## src/rtl/irq_sense_pkg.sv

```systemverilog
package irq_sense_pkg;
  localparam int NPORT = 4;
  localparam int NPIN = 8;
  localparam int NBIT = NPORT * NPIN;
  localparam int PORT_W = $clog2(NPORT);
  localparam int TYPE_W = 3 * NPIN;

  typedef enum logic [1:0] {
    KIND_TYPE = 2'd0,
    KIND_EN   = 2'd1,
    KIND_CLR  = 2'd2,
    KIND_NONE = 2'd3
  } wr_kind_e;

  typedef struct packed {
    logic [NPORT-1:0]  typeLd;
    logic [NPORT-1:0]  enLd;
    logic [NPORT-1:0]  clrLd;
    logic [TYPE_W-1:0] data;
  } strobe_t;
endpackage

```

## src/rtl/irq_sense_ctrl.sv

```systemverilog
module irq_sense_ctrl
  import irq_sense_pkg::*;
(
  input  logic              clk,
  input  logic              rstN,
  input  logic              wrEn,
  input  logic [1:0]        wrKind,
  input  logic [PORT_W-1:0] wrPort,
  input  logic [TYPE_W-1:0] wrData,
  output strobe_t           stb
);
  logic [NPORT-1:0] portHit;

  always_comb begin
    portHit = '0;
    portHit[wrPort] = wrEn;
  end

  always_comb begin
    stb.data   = wrData;
    stb.typeLd = (wr_kind_e'(wrKind) == KIND_TYPE) ? portHit : '0;
    stb.enLd   = (wr_kind_e'(wrKind) == KIND_EN)   ? portHit : '0;
    stb.clrLd  = (wr_kind_e'(wrKind) == KIND_CLR)  ? portHit : '0;
  end

  // one write touches at most one register of one port
  p_one_strobe_r10: assert property (@(posedge clk) disable iff (!rstN)
    $onehot0({stb.typeLd, stb.enLd, stb.clrLd}));
endmodule

```

## src/rtl/irq_sense_dp.sv

```systemverilog
module irq_sense_dp
  import irq_sense_pkg::*;
(
  input  logic            clk,
  input  logic            rstN,
  input  logic [NBIT-1:0] pinIn,
  input  logic [NBIT-1:0] pinIsInput,
  input  strobe_t         stb,
  output logic [NBIT-1:0] statusOut,
  output logic            irqOut
);
  logic [NBIT-1:0] prevIn;
  logic [NBIT-1:0] statusReg;
  logic [NBIT-1:0] enableAll;
  logic [NBIT-1:0] eventNow;
  logic [NBIT-1:0] clrMask;

  always_ff @(posedge clk) begin
    if (!rstN) prevIn <= '0;
    else       prevIn <= pinIn;
  end

  for (genvar p = 0; p < NPORT; p++) begin : g_port
    logic [TYPE_W-1:0] typeReg;
    logic [NPIN-1:0]   enReg;

    always_ff @(posedge clk) begin
      if (!rstN) begin
        typeReg <= '0;
        enReg   <= '0;
      end else begin
        if (stb.typeLd[p]) typeReg <= stb.data;
        if (stb.enLd[p])   enReg   <= stb.data[NPIN-1:0];
      end
    end

    assign enableAll[p*NPIN +: NPIN] = enReg;
    assign clrMask[p*NPIN +: NPIN] = stb.clrLd[p] ? stb.data[NPIN-1:0] : '0;

    for (genvar n = 0; n < NPIN; n++) begin : g_pin
      localparam int B = p * NPIN + n;
      logic pol, edgeSel, dual, rise, fall, hit;

      assign pol     = typeReg[n];
      assign edgeSel = typeReg[NPIN + n];
      assign dual    = typeReg[2*NPIN + n];
      assign rise    = pinIn[B] & ~prevIn[B];
      assign fall    = ~pinIn[B] & prevIn[B];

      always_comb begin
        if (edgeSel) hit = dual ? (rise | fall) : (pol ? rise : fall);
        else         hit = pol ? pinIn[B] : ~pinIn[B];
      end

      assign eventNow[B] = pinIsInput[B] & hit;

      // a non-input pin never sets its status bit
      p_noninput_quiet_r9: assert property (@(posedge clk) disable iff (!rstN)
        !pinIsInput[B] && !statusReg[B] |=> !statusReg[B]);
      // an event sets status regardless of a simultaneous clear
      p_event_wins_r7: assert property (@(posedge clk) disable iff (!rstN)
        eventNow[B] |=> statusReg[B]);
      // set status with no clear stays set
      p_hold_r5: assert property (@(posedge clk) disable iff (!rstN)
        statusReg[B] && !clrMask[B] |=> statusReg[B]);
    end
  end

  always_ff @(posedge clk) begin
    if (!rstN) statusReg <= '0;
    else       statusReg <= (statusReg & ~clrMask) | eventNow;
  end

  assign statusOut = statusReg;
  assign irqOut    = |(statusReg & enableAll);

  // no interrupt without a status bit
  p_quiet_without_status_r8: assert property (@(posedge clk) disable iff (!rstN)
    (statusReg == '0) |-> !irqOut);
endmodule

```

## src/rtl/bank_irq_sense.sv

```systemverilog
module bank_irq_sense
  import irq_sense_pkg::*;
(
  input  logic              clk,
  input  logic              rstN,
  input  logic [NBIT-1:0]   pinIn,
  input  logic [NBIT-1:0]   pinIsInput,
  input  logic              wrEn,
  input  logic [1:0]        wrKind,
  input  logic [PORT_W-1:0] wrPort,
  input  logic [TYPE_W-1:0] wrData,
  output logic [NBIT-1:0]   statusOut,
  output logic              irqOut
);
  strobe_t stb;

  irq_sense_ctrl u_ctrl (
    .clk(clk), .rstN(rstN), .wrEn(wrEn), .wrKind(wrKind),
    .wrPort(wrPort), .wrData(wrData), .stb(stb)
  );

  irq_sense_dp u_dp (
    .clk(clk), .rstN(rstN), .pinIn(pinIn), .pinIsInput(pinIsInput),
    .stb(stb), .statusOut(statusOut), .irqOut(irqOut)
  );
endmodule

```

## config.mk

```make
export PLATFORM = sky130hd
export DESIGN_NAME = bank_irq_sense
export DESIGN_NICKNAME = d
export VERILOG_FILES = /design/src/rtl/irq_sense_pkg.sv /design/src/rtl/irq_sense_ctrl.sv /design/src/rtl/irq_sense_dp.sv /design/src/rtl/bank_irq_sense.sv
export SDC_FILE = /design/constraint.sdc
export NUM_CORES = 1
export LEC_CHECK = 0
export ABC_AREA = 1
export BUFFER_PORTS_ARGS = -buffer_cell sky130_fd_sc_hd__buf_4
export CAP_MARGIN = 20
export CORE_ASPECT_RATIO = 0.75
export CORE_UTILIZATION = 55
export CTS_CLUSTER_DIAMETER = 40
export CTS_CLUSTER_SIZE = 25
export DETAILED_ROUTE_END_ITERATION = 7
export GPL_TIMING_DRIVEN = 0
export PLACE_DENSITY_LB_ADDON = 0.15
export REMOVE_ABC_BUFFERS = 1
export SYNTH_ARGS = -nofsm -noshare
export SYNTH_HDL_FRONTEND = slang
export SYNTH_HIERARCHICAL = 1
export SYNTH_SLANG_ARGS = --single-unit
```

## constraint.sdc

```tcl
create_clock -name clk -period 2.7 [get_ports clk]
set_clock_uncertainty 0.2 [all_clocks]
set_input_delay 0.27 -clock clk [delete_from_list [all_inputs] [get_ports clk]]
set_output_delay 0.27 -clock clk [all_outputs]
set_load 0.05 [all_outputs]
```

# Word level (Yosys, flattened, before mapping)
# Index checks and enable logic that the tools add are counted.
[op_classes]
eq_ne = 2
bitwise_logic = 197
reduce_logical = 3
n_mux = 137
order_cmp = 2
[op_table]
columns = ["operator", "count"]
rows = [
  ["$mux W1", 129],
  ["$and A1 B1 Y1", 96],
  ["$and A32 B32 Y32", 2],
  ["$not A1 Y1", 64],
  ["$mux W8", 4],
  ["$not A32 Y32", 1],
  ["$or A1 B1 Y1", 32],
  ["$or A32 B32 Y32", 1],
  ["$reduce_or A32 Y1", 1],
  ["$mux W4", 3],
  ["$and A4 B4 Y4", 1],
  ["$lt A2 B3 Y1 const B", 1],
  ["$demux W1 S2", 1],
  ["$eq A2 B1 Y1 const B", 1],
  ["$eq A2 B2 Y1 const B", 1],
  ["$ge A2 B1 Y1 const B", 1],
  ["$logic_not A2 Y1", 1],
  ["$logic_and A1 B1 Y1", 1],
]
[word_totals]
reg_bits = 192
word_cells = 351
inputBits = 95

# Logic depth before layout (Yosys ltp)
[logic_depth]
ltp_word = 10
depth_mapped = 8

# Modules after synthesis
# The synthesis kept the hierarchy.
[modules_own_cells]
columns = ["module", "cells_per_inst", "instances", "seq_area_each_um2", "area_per_inst_um2"]
rows = [
  ["irq_sense_dp", 1407, 1, 3843.7, 9511.6],
  ["irq_sense_ctrl", 48, 1, 0.0, 274.0],
]

# Worst setup path before layout
# OpenSTA, ideal clock, no wires.
[synth_timing]
kind = "reg-to-output"
from = "reg u_dp.statusReg[10], in the netlist u_dp/statusOut[10]"
to = "out irqOut"
required_time_ns = 2.230
path_stages_with_launch = 7
n_path_buf = 0
arrival_time_ns = 1.264
slack_ns = 0.966
path_cell_list = "dfxtp_1 -> nand2_1 -> nand2_1 -> nor2_1 -> nand3b_1 -> nor2_1 -> nand2_1"
[synth_between]
elab_chain_cells = 2
[synth_rtl]
columns = ["element", "line", "source"]
rows = [
  ["start: declaration", "irq_sense_dp.sv:13", "logic [NBIT-1:0] statusReg;"],
  ["start signal: assignment", "irq_sense_dp.sv:71", "else statusReg <= (statusReg & ~clrMask) | eventNow;"],
  ["$and A32 B32 Y32", "irq_sense_dp.sv:75", "assign irqOut = |(statusReg & enableAll);"],
  ["$reduce_or A32 Y1", "irq_sense_dp.sv:75", ""],
  ["end: declaration", "bank_irq_sense.sv:13", "output logic irqOut"],
]
# Every way passes these cells.

==> flow_summary.ini <==
[global_routing]
grt-ovfl-total = 0
grt_pass1_wl_mm = 38.81
grt_max_degree = 90
grt_use_total_pct = 26.90
grt_pass1_vias = 8135
grt_antenna_before_repair = 0

[setup_path]
worstSetupStartpointType = primary input
r2r-end = u_dp/statusOut[7]$_SDFF_PN0_
regToRegSetupSlack_ns = 1.35
rr_startpoint = u_dp/prevIn[7]$_SDFF_PN0_
crit_chain = buf_4, nor2_1, nand2_1, nor2_2, inv_2, o21ai_0, a21oi_1
critical_path_required_ns = 2.78
critPathMaxStageDelay_ns = 0.81
reg2reg_depth = 8
crit_type = primary input to register
cp-startpoint = wrPort[0]
cp-end-kind = register
critPathSlowestCell = nor2_2
crit_fanout = 32
arrival_ns = 2.37

[power]
total_power_mw = 6.688
power_leakage_nw = 5.949
vdd_drop_max_v = 0.0004124
pwr-share-clk_pct = 41.3
pwr-share-comb_pct = 13.7
seqPwrFrac_pct = 45.0
switching_share_pct = 24.62
switchingPower_mw = 1.647
p_int_mw = 5.041
power.density_nw_per_um2 = 560.3

[worst_hold_path]
hold_class = primary input to register
hold_end = u_dp/statusOut[27]$_SDFF_PN0_
hold_depth = 5
min_from = pinIsInput[27]

[route]
dr.pass1.iters = 5
dr.max_layer_used = met4
wirelength_met1_mm = 11.08
ant_nets = 0
route.detailed.wl_per_inst_um = 13.13
route.vias.total = 8974
dr_wl_met3_mm = 1.545
drc = 0
routed_wl_mm = 24.19
vias_per_cell = 4.869
drt_iter0_drc = 593
wl_met2_mm = 11.27

[floorplan]
coreArea_um2 = 17130
start_util_pct = 57.11
die_area_um2 = 18330
io_pins = 128
rows = 41
die_w_um = 156.0
dieHeight_um = 117.5

[cts]
ctsHoldBuffers = 63
clk_latency_ns = 0.43
cts_buffers = 17
clock_path_buffers = 2
cts_setup_buffers = 0
cts_tree = done
h-tree-depth = 4
clock-sinks = 192
cts.repair.resized = 0
clockRootBuffer = clkbuf_16
path_clk_slew_ns = 0.06

[timing]
hold_viol = 0
rsz0062_at_grt = no
layout_setup_ws_ns = 0.4077
final.setup.tns_ns = 0
relSlewSlack_pct = 30.06
tightest_slew_ns = 1.048
maxClockFrequency_ghz = 0.4362
setup_violations = 0
final_max_slew_viol_count = 0
min_period_over_period_pct = 84.90
min_period_ns = 2.292

[place]
gp_congestion = 0.8375
place_worst_setup_slack_ns = 0.05364
io_buffer_count = 127
dp_hpwl_mm = 16.22

[cells_and_area]
n_antenna_cell = 0
nets = 1755
final_core_util_pct = 69.67
drive_gt1_share_pct = 10.14
area_growth_pct = 21.98

[yosys]
synth-seq-cells = 192
ys_types = 16
syn_area_per_cell_um2 = 6.726
ys.warnings.count = 6
mappedNetlistArea_um2 = 9786
yosysSeqAreaShare_pct = 39.28
netlist_instances = 1455

[outcome]
outcome = completed

[job]
drv_cap = 0
## cell families after synthesis
family	Yosys count	synth area share, %
simple gates	497	19.56
buf+inv	382	16.61
compound gates	320	16.37
flops	192	39.28
fa+ha+maj	64	8.183
## power by group through the flow
| stage | clock (mW) | combinational [mW] | sequential (mW) |
|---|---|---|---|
| floorplan | 0 | 0.346 | 3.19 |
| global placement | 0 | 0.806 | 3.07 |
| detailed placement | 0 | 0.836 | 3.07 |
| CTS | 2.80 | 0.914 | 3.01 |
| global route | 2.93 | 1.02 | 3.02 |
| finish | 2.76 | 0.917 | 3.01 |
## critical path, delay by kind of cell
| family | cells | cell delay (ns) |
|---|---|---|
| buffers and inverters | 2 | 0.69 |
| and+or+nand+nor | 3 | 1.00 |
| AOI/OAI and AO/OA | 2 | 0.39 |
## per-layer routing
metal / vias up / track usage, %
li1: 4694 / -
met1: 4059 / 35.08
met2: 197 / 44.50
met3: 24 / 6.038
met4: 0 / 7.414
met5: - / 0
## synth_stat cells
cell	instances	area, um2
buf_6	8	90.09
buf_2	28	140.1
ha_1	64	800.8
inv_2	4	15.01
o21ai_1	19	95.09
nand3b_1	1	7.510
nand3_1	36	180.2
dfxtp_1	192	3844
a21oi_1	160	800.8
inv_1	305	1145
clkbuf_2	2	10.01
clkbuf_1	10	37.54
o21ai_0	141	705.7
nor2_1	182	683.2
nand2_1	278	1044
buf_4	25	187.7
## layout by cell type, fill, tap and decap left out
master and instances:
nand3b_1 1, o21ai_1 19, a21oi_1 160, nand3_1 36, dlygate4sd3_1 63, clkbuf_16 17
buf_4 127, dfxtp_1 192, buf_16 2, buf_6 3, inv_2 4, o21ai_0 141
ha_1 64, nor2_1 181, nand2_1 278, bufinv_16 5, inv_1 305, nor2_2 1
clkbuf_8 4, clkbuf_1 4
## cell type report
cell class                 instances  area (um2)
clock inverter                     5       150.1
clock buffer                      25       495.5
sequential                       192        3844
fill                            1500        5197
timing repair buffer             195        1673
multi-input combinational        881        4319
tap                              236       295.3
inverter                         309        1160
## worst max path at each step
| stage | slack (ns) | cells past startpoint | endpoint |
|---|---|---|---|
| floorplan | 0.83 | 6 | u_dp/g_port[1].typeReg[10]$_SDFFE_PN0P_ |
| global placement | -0.47 | 7 | u_dp/g_port[0].typeReg[16]$_SDFFE_PN0P_ |
| detailed placement | 0.05 | 7 | u_dp/g_port[0].typeReg[16]$_SDFFE_PN0P_ |
| CTS | 0.50 | 7 | u_dp/g_port[0].typeReg[21]$_SDFFE_PN0P_ |
| global route | 0.26 | 7 | u_dp/g_port[0].typeReg[19]$_SDFFE_PN0P_ |
| finish | 0.41 | 7 | u_dp/g_port[0].typeReg[21]$_SDFFE_PN0P_ |
## sequential cells by signal (all words and copies together) (netlist names)
name,count
u_dp/statusOut,32
u_dp/g_port.typeReg,96
u_dp/prevIn,32
u_dp/g_port.enReg,32
## metrics by stage
stage                     hold WS, ns  area (um2)  instances
final                        0.008211       11940       1843
after global routing          0.02491       11940       1843
after CTS                    0.001801       11940       1843
after detailed placement       0.2741       10660       1750
after global placement         0.2689       10570       1745
after floorplan                0.1635        9320       1382
No activity file was read; power rests on OpenSTA's default activity.
